`src/rtl/scratch_swap_pkg.sv`:
```
package scratch_swap_pkg;
  localparam int DATA_W = 8;
  localparam int MODE_W = 4;
  localparam int BIT_SEL0 = 0;
  localparam int BIT_SEL1 = 1;
  localparam int BIT_SEND = 2;
  localparam int BIT_RTS  = 3;

  typedef struct packed {
    logic scratchWe;
    logic modeWe;
    logic sendClr;
    logic selTx;
  } ctrlStrobes_t;
endpackage

```
`src/rtl/scratch_swap_ctrl.sv`:
```
module scratch_swap_ctrl
  import scratch_swap_pkg::*;
(
  input  logic         clk,
  input  logic         rstN,
  input  logic         hostWr,
  input  logic         hostRd,
  input  logic         swapEn,
  input  logic         byteSent,
  input  logic [1:0]   modeSel,
  output ctrlStrobes_t strobes
);
  logic phaseTx;
  logic altMode;
  logic phaseFlip;

  assign altMode   = (modeSel == 2'b11);
  assign phaseFlip = hostRd && swapEn && altMode && !strobes.modeWe;

  always_comb begin
    strobes.scratchWe = hostWr && !swapEn;
    strobes.modeWe    = hostWr && swapEn;
    strobes.sendClr   = byteSent;
    strobes.selTx     = swapEn && modeSel[0] && (!modeSel[1] || phaseTx);
  end

  always_ff @(posedge clk or negedge rstN) begin
    if (!rstN)               phaseTx <= 1'b0;
    else if (strobes.modeWe) phaseTx <= 1'b0;
    else if (phaseFlip)      phaseTx <= !phaseTx;
  end

  AST_PHASE_CLEARS_ON_MODE_WRITE: assert property (@(posedge clk) disable iff (!rstN)
    (hostWr && swapEn) |=> !phaseTx);
  AST_PHASE_FLIPS_ON_READ: assert property (@(posedge clk) disable iff (!rstN)
    (hostRd && swapEn && modeSel == 2'b11 && !hostWr) |=> (phaseTx != $past(phaseTx)));
  AST_PHASE_HOLDS_IDLE: assert property (@(posedge clk) disable iff (!rstN)
    (!hostRd && !hostWr) |=> $stable(phaseTx));
endmodule

```
`src/rtl/scratch_swap_datapath.sv`:
```
module scratch_swap_datapath
  import scratch_swap_pkg::*;
#(
  parameter int LVL_W = 9
) (
  input  logic               clk,
  input  logic               rstN,
  input  ctrlStrobes_t       strobes,
  input  logic [DATA_W-1:0]  hostWdata,
  input  logic               swapEn,
  input  logic [LVL_W-1:0]   rxLevel,
  input  logic [LVL_W-1:0]   txLevel,
  output logic [DATA_W-1:0]  readData,
  output logic [1:0]         modeSel,
  output logic               sendNow,
  output logic               rtsInvert
);
  logic [DATA_W-1:0] scratchReg;
  logic [MODE_W-1:0] modeReg;
  logic [DATA_W-1:0] rxSat;
  logic [DATA_W-1:0] txSat;

  generate
    if (LVL_W > DATA_W) begin : g_sat
      assign rxSat = (|rxLevel[LVL_W-1:DATA_W]) ? {DATA_W{1'b1}} : rxLevel[DATA_W-1:0];
      assign txSat = (|txLevel[LVL_W-1:DATA_W]) ? {DATA_W{1'b1}} : txLevel[DATA_W-1:0];
    end else begin : g_ext
      assign rxSat = DATA_W'(rxLevel);
      assign txSat = DATA_W'(txLevel);
    end
  endgenerate

  always_ff @(posedge clk or negedge rstN) begin
    if (!rstN)                  scratchReg <= {DATA_W{1'b1}};
    else if (strobes.scratchWe) scratchReg <= hostWdata;
  end

  always_ff @(posedge clk or negedge rstN) begin
    if (!rstN)               modeReg <= '0;
    else if (strobes.modeWe) modeReg <= hostWdata[MODE_W-1:0];
  end

  always_ff @(posedge clk or negedge rstN) begin
    if (!rstN)                sendNow <= 1'b0;
    else if (strobes.modeWe)  sendNow <= hostWdata[BIT_SEND];
    else if (strobes.sendClr) sendNow <= 1'b0;
  end

  assign modeSel   = {modeReg[BIT_SEL1], modeReg[BIT_SEL0]};
  assign rtsInvert = modeReg[BIT_RTS];

  always_comb begin
    if (!swapEn)            readData = scratchReg;
    else if (strobes.selTx) readData = txSat;
    else                    readData = rxSat;
  end

  AST_SCRATCH_STABLE: assert property (@(posedge clk) disable iff (!rstN)
    !strobes.scratchWe |=> $stable(scratchReg));
  AST_SEND_SELF_CLEAR: assert property (@(posedge clk) disable iff (!rstN)
    (strobes.sendClr && !strobes.modeWe) |=> !sendNow);
  AST_RTS_FOLLOWS_WRITE: assert property (@(posedge clk) disable iff (!rstN)
    strobes.modeWe |=> (rtsInvert == $past(hostWdata[BIT_RTS])));
  AST_SCRATCH_VISIBLE: assert property (@(posedge clk) disable iff (!rstN)
    (!swapEn && strobes.scratchWe) |=> (swapEn || readData == $past(hostWdata)));
endmodule

```
`src/rtl/scratch_swap_regs.sv`:
```
module scratch_swap_regs
  import scratch_swap_pkg::*;
#(
  parameter int LVL_W = 9
) (
  input  logic             clk,
  input  logic             rstN,
  input  logic             hostWr,
  input  logic             hostRd,
  input  logic [7:0]       hostWdata,
  input  logic             swapEn,
  input  logic             sleepMode,
  input  logic [LVL_W-1:0] rxLevel,
  input  logic [LVL_W-1:0] txLevel,
  input  logic             byteSent,
  output logic [7:0]       readData,
  output logic             sendNow,
  output logic             rtsInvert
);
  ctrlStrobes_t strobes;
  logic [1:0]   modeSel;
  logic         sleepUnused;

  // sleep does not gate any register
  assign sleepUnused = sleepMode;

  scratch_swap_ctrl u_ctrl (
    .clk(clk), .rstN(rstN), .hostWr(hostWr), .hostRd(hostRd),
    .swapEn(swapEn), .byteSent(byteSent), .modeSel(modeSel), .strobes(strobes)
  );

  scratch_swap_datapath #(.LVL_W(LVL_W)) u_dp (
    .clk(clk), .rstN(rstN), .strobes(strobes), .hostWdata(hostWdata),
    .swapEn(swapEn), .rxLevel(rxLevel), .txLevel(txLevel), .readData(readData),
    .modeSel(modeSel), .sendNow(sendNow), .rtsInvert(rtsInvert)
  );
endmodule

```
`config.mk`:
```
export PLATFORM = sky130hd
export DESIGN_NAME = scratch_swap_regs
export DESIGN_NICKNAME = d
export VERILOG_FILES = /design/src/rtl/scratch_swap_pkg.sv /design/src/rtl/scratch_swap_ctrl.sv /design/src/rtl/scratch_swap_datapath.sv /design/src/rtl/scratch_swap_regs.sv
export SDC_FILE = /design/constraint.sdc
export NUM_CORES = 1
export LEC_CHECK = 0
export BUFFER_PORTS_ARGS = -buffer_cell sky130_fd_sc_hd__buf_2
export CORE_UTILIZATION = 39
export CTS_CLUSTER_DIAMETER = 60
export DETAILED_ROUTE_END_ITERATION = 10
export PLACE_DENSITY = 0.73
export SETUP_SLACK_MARGIN = 0.4
export SLEW_MARGIN = 20
export SYNTH_ARGS = -nofsm -noshare
export SYNTH_HDL_FRONTEND = slang
export SYNTH_SLANG_ARGS = --single-unit
```
`constraint.sdc`:
```
create_clock -name clk -period 2.4 [get_ports clk]
set_input_delay 0.24 -clock clk [delete_from_list [all_inputs] [get_ports clk]]
set_output_delay 0.24 -clock clk [all_outputs]
set_load 0.1 [all_outputs]
```
==> flow_summary.json, run 1 <==
{
  "outcome": "complete, no violations",
  "critPathRequiredTime_ps": 2160,
  "layout_common_cells": "buf_2 (33), nor2_1 (16)",
  "areaGrowthSynthToFinish_pct": 38.7,
  "startpoint_type": "register",
  "p_leak_nw": 0.527,
  "path_cells": "nor2b_1, nand3b_2, o221ai_1, buf_6",
  "min_path_type": "in -> reg",
  "path_class": "reg -> out",
  "syn_inst": 74,
  "ir_drop_uv": 533,
  "track_usage_pct": 17.5,
  "nets": 151,
  "power_density_nw_per_um2": 800,
  "clock-sinks": 13,
  "crit_slowest_cell": "dfrtp_1",
  "place_ws_ps": 631,
  "wl_met1_um": 742,
  "wire_per_inst_um": 11.9,
  "clk_path_buf_depth": 2,
  "fp.coreArea_um2": 1800,
  "vias": 692,
  "ys_warn_count": 0,
  "stdcell_area_um2": 1080,
  "grt_pass1_vias": 633,
  "start_util_pct": 43.1,
  "cts_tree": "yes",
  "hold-path-endpoint": "u_ctrl.phaseTx$_DFFE_PN0P_",
  "wl_mm": 1.70,
  "n_antenna_cell": 0,
  "r2r_start": "u_dp.modeReg[0]$_DFFE_PN0P_",
  "first_pass_iters": 4,
  "relSlewSlack_pct": 68.0,
  "wl_met2_um": 862,
  "synth_nets": 107,
  "ff_latch_area_um2": 335,
  "die_area_um2": 2170,
  "grt_remaining_overflow": 0,
  "postLayoutCoreUtil_pct": 59.7,
  "critPathMaxFanout": 8,
  "worst_setup_path_end_kind": "output pin",
  "ant_nets": 0,
  "antenna_found_initial": 0,
  "r2r_cells": 3,
  "die_w_um": 46.6,
  "synth.avg_cell_area_um2": 10.5,
  "rows": 15,
  "grt_max_degree": 16,
  "clock_tree.root_cell": "clkbuf_4",
  "clock_skew_ps": 0.271,
  "die_h_um": 46.6,
  "drc": 0,
  "path_clk_slew_ps": 70,
  "multi_input_area_um2": 414,
  "hp-start": "hostWr",
  "htree_levels": 1,
  "layout-drive-gt1-share_pct": 56.4,
  "reg2reg_slack_ps": 1480,
  "dr.first_iter.drc_count": 7,
  "place_congestion": 0.782,
  "slowest_delay_ps": 400,
  "io_buffers": 41,
  "clock_latency_ps": 270,
  "hold_depth": 2,
  "dpl_cell_area_um2": 1000,
  "grt_pass1_wl_mm": 2.60,
  "setup_violations": 0,
  "layout_commonest_cell": "buf_2",
  "slew_viol_final": 0,
  "reg2reg_to": "u_ctrl.phaseTx$_DFFE_PN0P_",
  "post-cts-setup-buffers": 0,
  "syn_area_um2": 776,
  "hold_viol": 0,
  "via_per_inst": 4.87,
  "fin_crit_ps": 1920,
  "setup_slack_ps": 478,
  "fmax_mhz": 520,
  "seq_area_frac_synth_pct": 43.2,
  "min_period_over_period_pct": 80.1,
  "ys_types": 19,
  "cts_inserted_buffers": 3,
  "wl_met3_um": 64,
  "critPathArrivalTime_ps": 1680,
  "tightest_slew_ps": 484,
  "io_pins": 43,
  "cap_viol_max_count": 0,
  "rsz0062_at_grt": "true",
  "synth_seq_cells": 13,
  "topRoutingLayerUsed": "met4",
  "nFillCells": 173
}
how the worst max path moves through the flow:
| stage | from | end | slack (ps) |
|---|---|---|---|
| after floorplan | u_dp.modeReg[1]$_DFFE_PN0P_ | readData[0] | -140 |
| after global routing | u_dp.modeReg[1]$_DFFE_PN0P_ | readData[5] | 380 |
| after global placement | u_dp.modeReg[1]$_DFFE_PN0P_ | readData[5] | 670 |
| after CTS | u_dp.modeReg[1]$_DFFE_PN0P_ | readData[0] | 450 |
| final | u_dp.modeReg[1]$_DFFE_PN0P_ | readData[5] | 480 |
| after detailed placement | u_dp.modeReg[1]$_DFFE_PN0P_ | readData[0] | 630 |
worst max-delay path, delay by kind of cell, from the launching register on:
family / cells / cell delay, ps
AOI/OAI and AO/OA: 1 / 300
buffers and inverters: 1 / 270
DFF: 1 / 400
and+or+nand+nor: 2 / 440
metal layers:
metal / up-vias / GRT usage (%)
met3: 4 / 2.35
met1: 315 / 20.0
met4: 0 / 10.6
met5: - / 0
met2: 27 / 30.3
li1: 346 / -
sequential cells by signal, indices dropped and copies added (netlist names):
register         count
u_ctrl.phaseTx       1
u_dp.modeReg         3
u_dp.scratchReg      8
u_dp.sendNow         1
Yosys cell counts:
cell,instances,area [um2]
nand3b_1,1,7.51
nand3b_2,1,11.3
nor2b_1,3,18.8
clkbuf_1,1,3.75
o221ai_1,8,70.1
mux2i_1,1,10.0
nand2b_1,8,50.1
nor2_1,16,60.1
mux2_2,3,33.8
mux2_4,8,120
dfrtp_1,5,125
o22ai_1,1,6.26
buf_1,2,7.51
inv_1,2,7.51
o21ai_2,1,8.76
dfstp_2,8,210
buf_4,1,7.51
nand3_1,2,10.0
nand2_1,2,7.51
power by group:
part	total, W	internal (W)	switching, W
logic	0.000440	0.000135	0.000306
clock network	0.000130	0.0000644	0.0000654
registers	0.000291	0.000267	0.0000236
total	0.000861	0.000466	0.000395
per-stage QoR:
stage          total power [W]  cells  TNS, ps  hold WS [ps]
4_1_cts               0.000857    142        0           170
2_1_floorplan         0.000625     74    -1150         -55.6
3_3_place_gp          0.000697    137        0           136
5_1_grt               0.000901    142        0           186
6_report              0.000861    142        0           183
3_5_place_dp          0.000703    137        0           140
logic make-up (layout without fill, tap and decap cells):
family	count (synthesis)	in the layout	synth area share [%]
AO/OA/AOI/OAI	10	10	11.0
buffers and inverters	6	49	3.39
flip-flops	13	13	43.2
multiplexers	12	12	21.1
AND/OR/NAND/NOR	33	33	21.3
layout make-up:
cell class	count	share of cell area [%]
Inverter	2	0.698
Timing Repair Buffer	43	24.3
Sequential cell	13	31.2
Clock buffer	4	2.44
Multi-Input combinational cell	55	38.5
Tap cell	25	2.91
timing repair:
| action | 4_1_cts | 5_1_grt |
|---|---|---|
| hold endpoints to repair | 5 | 0 |
| hold buffers | 1 | 0 |
| endpoints found under the setup margin | 8 | 5 |
| gates resized for setup | 8 | 5 |
No activity file was read; power rests on OpenSTA's default activity.
==> inputs of run 2 (changes only) <==
- ABC_AREA: not set -> 1
- PLACE_DENSITY: 0.73 -> 0.74
- clock period: 2.4 -> 1.7 ns (I/O delays scaled with it)
==> flow_summary.json, run 2 <==
{
  "tightest_slew_ps": 482,
  "rsz0062_at_grt": "true",
  "die_w_um": 49.0,
  "hold_viol": 0,
  "placed_cells": 194,
  "yosysTopAreaCellShare_pct": 24.4,
  "die_h_um": 49.0,
  "clock_skew_ps": 0.208,
  "seq_area_frac_synth_pct": 39.0,
  "n_antenna_cell": 0,
  "worst_setup_path_end_kind": "output pin",
  "io_buffers": 41,
  "rows": 16,
  "crit_slowest_cell": "dfrtp_1",
  "nFillCells": 172,
  "grt_pass1_vias": 846,
  "p_leak_nw": 0.735,
  "grt_pass1_wl_mm": 3.40,
  "fin_crit_ps": 1490,
  "synthArstFlopShare_pct": 100,
  "cts_inserted_buffers": 3,
  "hpwl_mm": 1.62,
  "synth_area_leaders": "dfstp_2 (24%), nand2_1 (19%), dfrtp_1 (15%)",
  "clock_tree.root_cell": "clkbuf_4",
  "place_congestion": 0.736,
  "layout-drive-gt1-share_pct": 43.4,
  "crit_family": "flip-flops",
  "p_comb_share_pct": 53.1,
  "critPathMaxFanout": 8,
  "reg2reg_to": "u_dp.modeReg[0]$_DFFE_PN0P_",
  "vias": 929,
  "topRoutingLayerUsed": "met4",
  "fp.coreArea_um2": 2020,
  "p_sw_w": 0.000532,
  "ys_warn_count": 0,
  "clock-sinks": 13,
  "critPathRequiredTime_ps": 1530,
  "reg.largest.list": "u_dp.scratchReg: 8 flops, u_dp.modeReg: 3 flops",
  "critPathArrivalTime_ps": 1320,
  "via_per_inst": 4.60,
  "r2r_start": "u_dp.modeReg[0]$_DFFE_PN0P_",
  "drc": 0,
  "regMostFlops": "u_dp.scratchReg",
  "yosysTopAreaCell": "dfstp_2",
  "hold-path-endpoint": "u_dp.scratchReg[5]$_DFFE_PN1P_",
  "antenna_found_initial": 0,
  "largest_reg_flops": 8,
  "p_int_w": 0.000676,
  "layout_common_cells": "nand2_1 (41), buf_2 (33), nor2_1 (17), inv_1 (15), nand3_1 (14)",
  "clk_path_buf_depth": 2,
  "wire_per_inst_um": 10.3,
  "min_period_over_period_pct": 87.9,
  "first_pass_iters": 3,
  "wl_met1_um": 907,
  "ant_nets": 0,
  "setup_violations": 0,
  "wl_met2_mm": 1.10,
  "fin_tns_setup_ps": 0,
  "path_clk_slew_ps": 70,
  "track_usage_pct": 17.5,
  "startpoint_type": "register",
  "grt_remaining_overflow": 0,
  "hp-start": "hostWdata[5]",
  "reg2reg_slack_ps": 810,
  "min_path_type": "in -> reg",
  "clock_latency_ps": 260,
  "synth.avg_cell_area_um2": 6.67,
  "ys.flop_type": "dfstp_2",
  "outcome": "complete, no violations",
  "wl_met3_um": 68,
  "cts_tree": "yes",
  "switching_share_pct": 44.0,
  "cap_viol_max_count": 0,
  "synth-edff-count": 0,
  "start_util_pct": 42.6,
  "pwr-share-clk_pct": 14.9,
  "wl_mm": 2.08,
  "syn_area_um2": 861,
  "nets": 209,
  "p_seq_share_pct": 32.0,
  "die_area_um2": 2400,
  "slowest_delay_ps": 400,
  "path_cells": "nand2_2, clkinv_4, nand2_8, nand2_1, nand3_4, buf_12",
  "power_density_nw_per_um2": 879,
  "syn_inst": 129,
  "slew_viol_final": 0,
  "areaGrowthSynthToFinish_pct": 59.6,
  "synthTopCellsByCount": "nand2_1 (43), nand3_1 (22), nor2_1 (17)",
  "relSlewSlack_pct": 68.1,
  "hold_depth": 3,
  "fmax_mhz": 669,
  "layout_commonest_cell": "nand2_1",
  "synth_nets": 162,
  "ir_drop_uv": 605,
  "dr.first_iter.drc_count": 10,
  "path_class": "reg -> out",
  "io_pins": 43,
  "htree_levels": 1,
  "synth_seq_cells": 13,
  "ys_types": 15,
  "stdcell_count": 202,
  "yosysMostFrequentCell": "nand2_1",
  "grt_max_degree": 14,
  "r2r_cells": 4,
  "path_buf_inv": 2
}
run 2: cell count changes after synthesis, sizes merged, moves of 3 or more:
| cell | change |
|---|---|
| inv | +14 |
| mux2 | -11 |
| nand2 | +45 |
| nand2b | -8 |
| nand3 | +20 |
| nor2b | -3 |
| o21ai | +7 |
| o221ai | -8 |
run 2: cell type report:
| class | count | area (um2) | share of cell area [%] |
|---|---|---|---|
| repair buffers | 45 | 358 | 26.0 |
| flip-flops and latches | 13 | 335 | 24.4 |
| clock buffers | 4 | 26.3 | 1.91 |
| repair inverters | 1 | 5.00 | 0.364 |
| inverters | 17 | 68.8 | 5.01 |
| multi-input cells | 95 | 547 | 39.8 |
| well taps | 27 | 33.8 | 2.46 |
run 2: worst max-delay path by stage:
stage                          endpoint                         from  cells after the start  slack (ps)
2_1_floorplan  u_dp.sendNow$_DFFE_PN0P_     u_dp.sendNow$_DFFE_PN0P_                      2         510
3_3_place_gp                readData[0]                       swapEn                      6         380
3_5_place_dp                readData[1]                       swapEn                      6         350
4_1_cts                     readData[3]  u_dp.modeReg[0]$_DFFE_PN0P_                      6         190
5_1_grt                     readData[1]  u_dp.modeReg[0]$_DFFE_PN0P_                      6         120
6_report                    readData[6]  u_dp.modeReg[0]$_DFFE_PN0P_                      6         210
run 2: timing repair:
item                       4_1_cts  5_1_grt
hold endpoints to repair         5        0
setup buffers                    1        1
pin swaps                        0        1
cloned                           0        1
gates resized for setup          5        1
setup endpoints to repair        8        8
hold buffers                     1        0
run 2: logic make-up after synthesis:
| logic type | Yosys count | synth area share (%) |
|---|---|---|
| compound gates | 8 | 6.40 |
| flops | 13 | 39.0 |
| simple gates | 87 | 43.3 |
| buf+inv | 21 | 11.3 |
run 2: stage by stage:
stage	hold WS [ps]	utilization [%]	total power, W	area, um2	setup WS (ps)
2_1_floorplan	-126	-	0.000812	961	509
3_3_place_gp	59.9	64.0	0.00100	1290	378
3_5_place_dp	67.7	64.0	0.00101	1290	354
4_1_cts	108	67.2	0.00121	1360	192
5_1_grt	116	67.9	0.00127	1370	124
6_report	111	67.9	0.00121	1370	206
run 2: worst min-delay path: stages:
cell,delay [ps]
buf_2,100
nand3_1,60
nand2_1,50
run 2: layer usage:
layer  GRT usage (%)  vias to the layer above
met5               0                        -
met4            4.41                        0
met3            1.25                        2
met2            33.6                       27
met1            20.9                      408
li1                -                      492
run 2: power by group through the flow:
stage          combinational [W]  sequential, W  clock, W
5_1_grt                 0.000679       0.000390  0.000198
3_5_place_dp            0.000623       0.000389         0
4_1_cts                 0.000638       0.000386  0.000187
2_1_floorplan           0.000394       0.000418         0
6_report                0.000642       0.000386  0.000180
3_3_place_gp            0.000614       0.000387         0
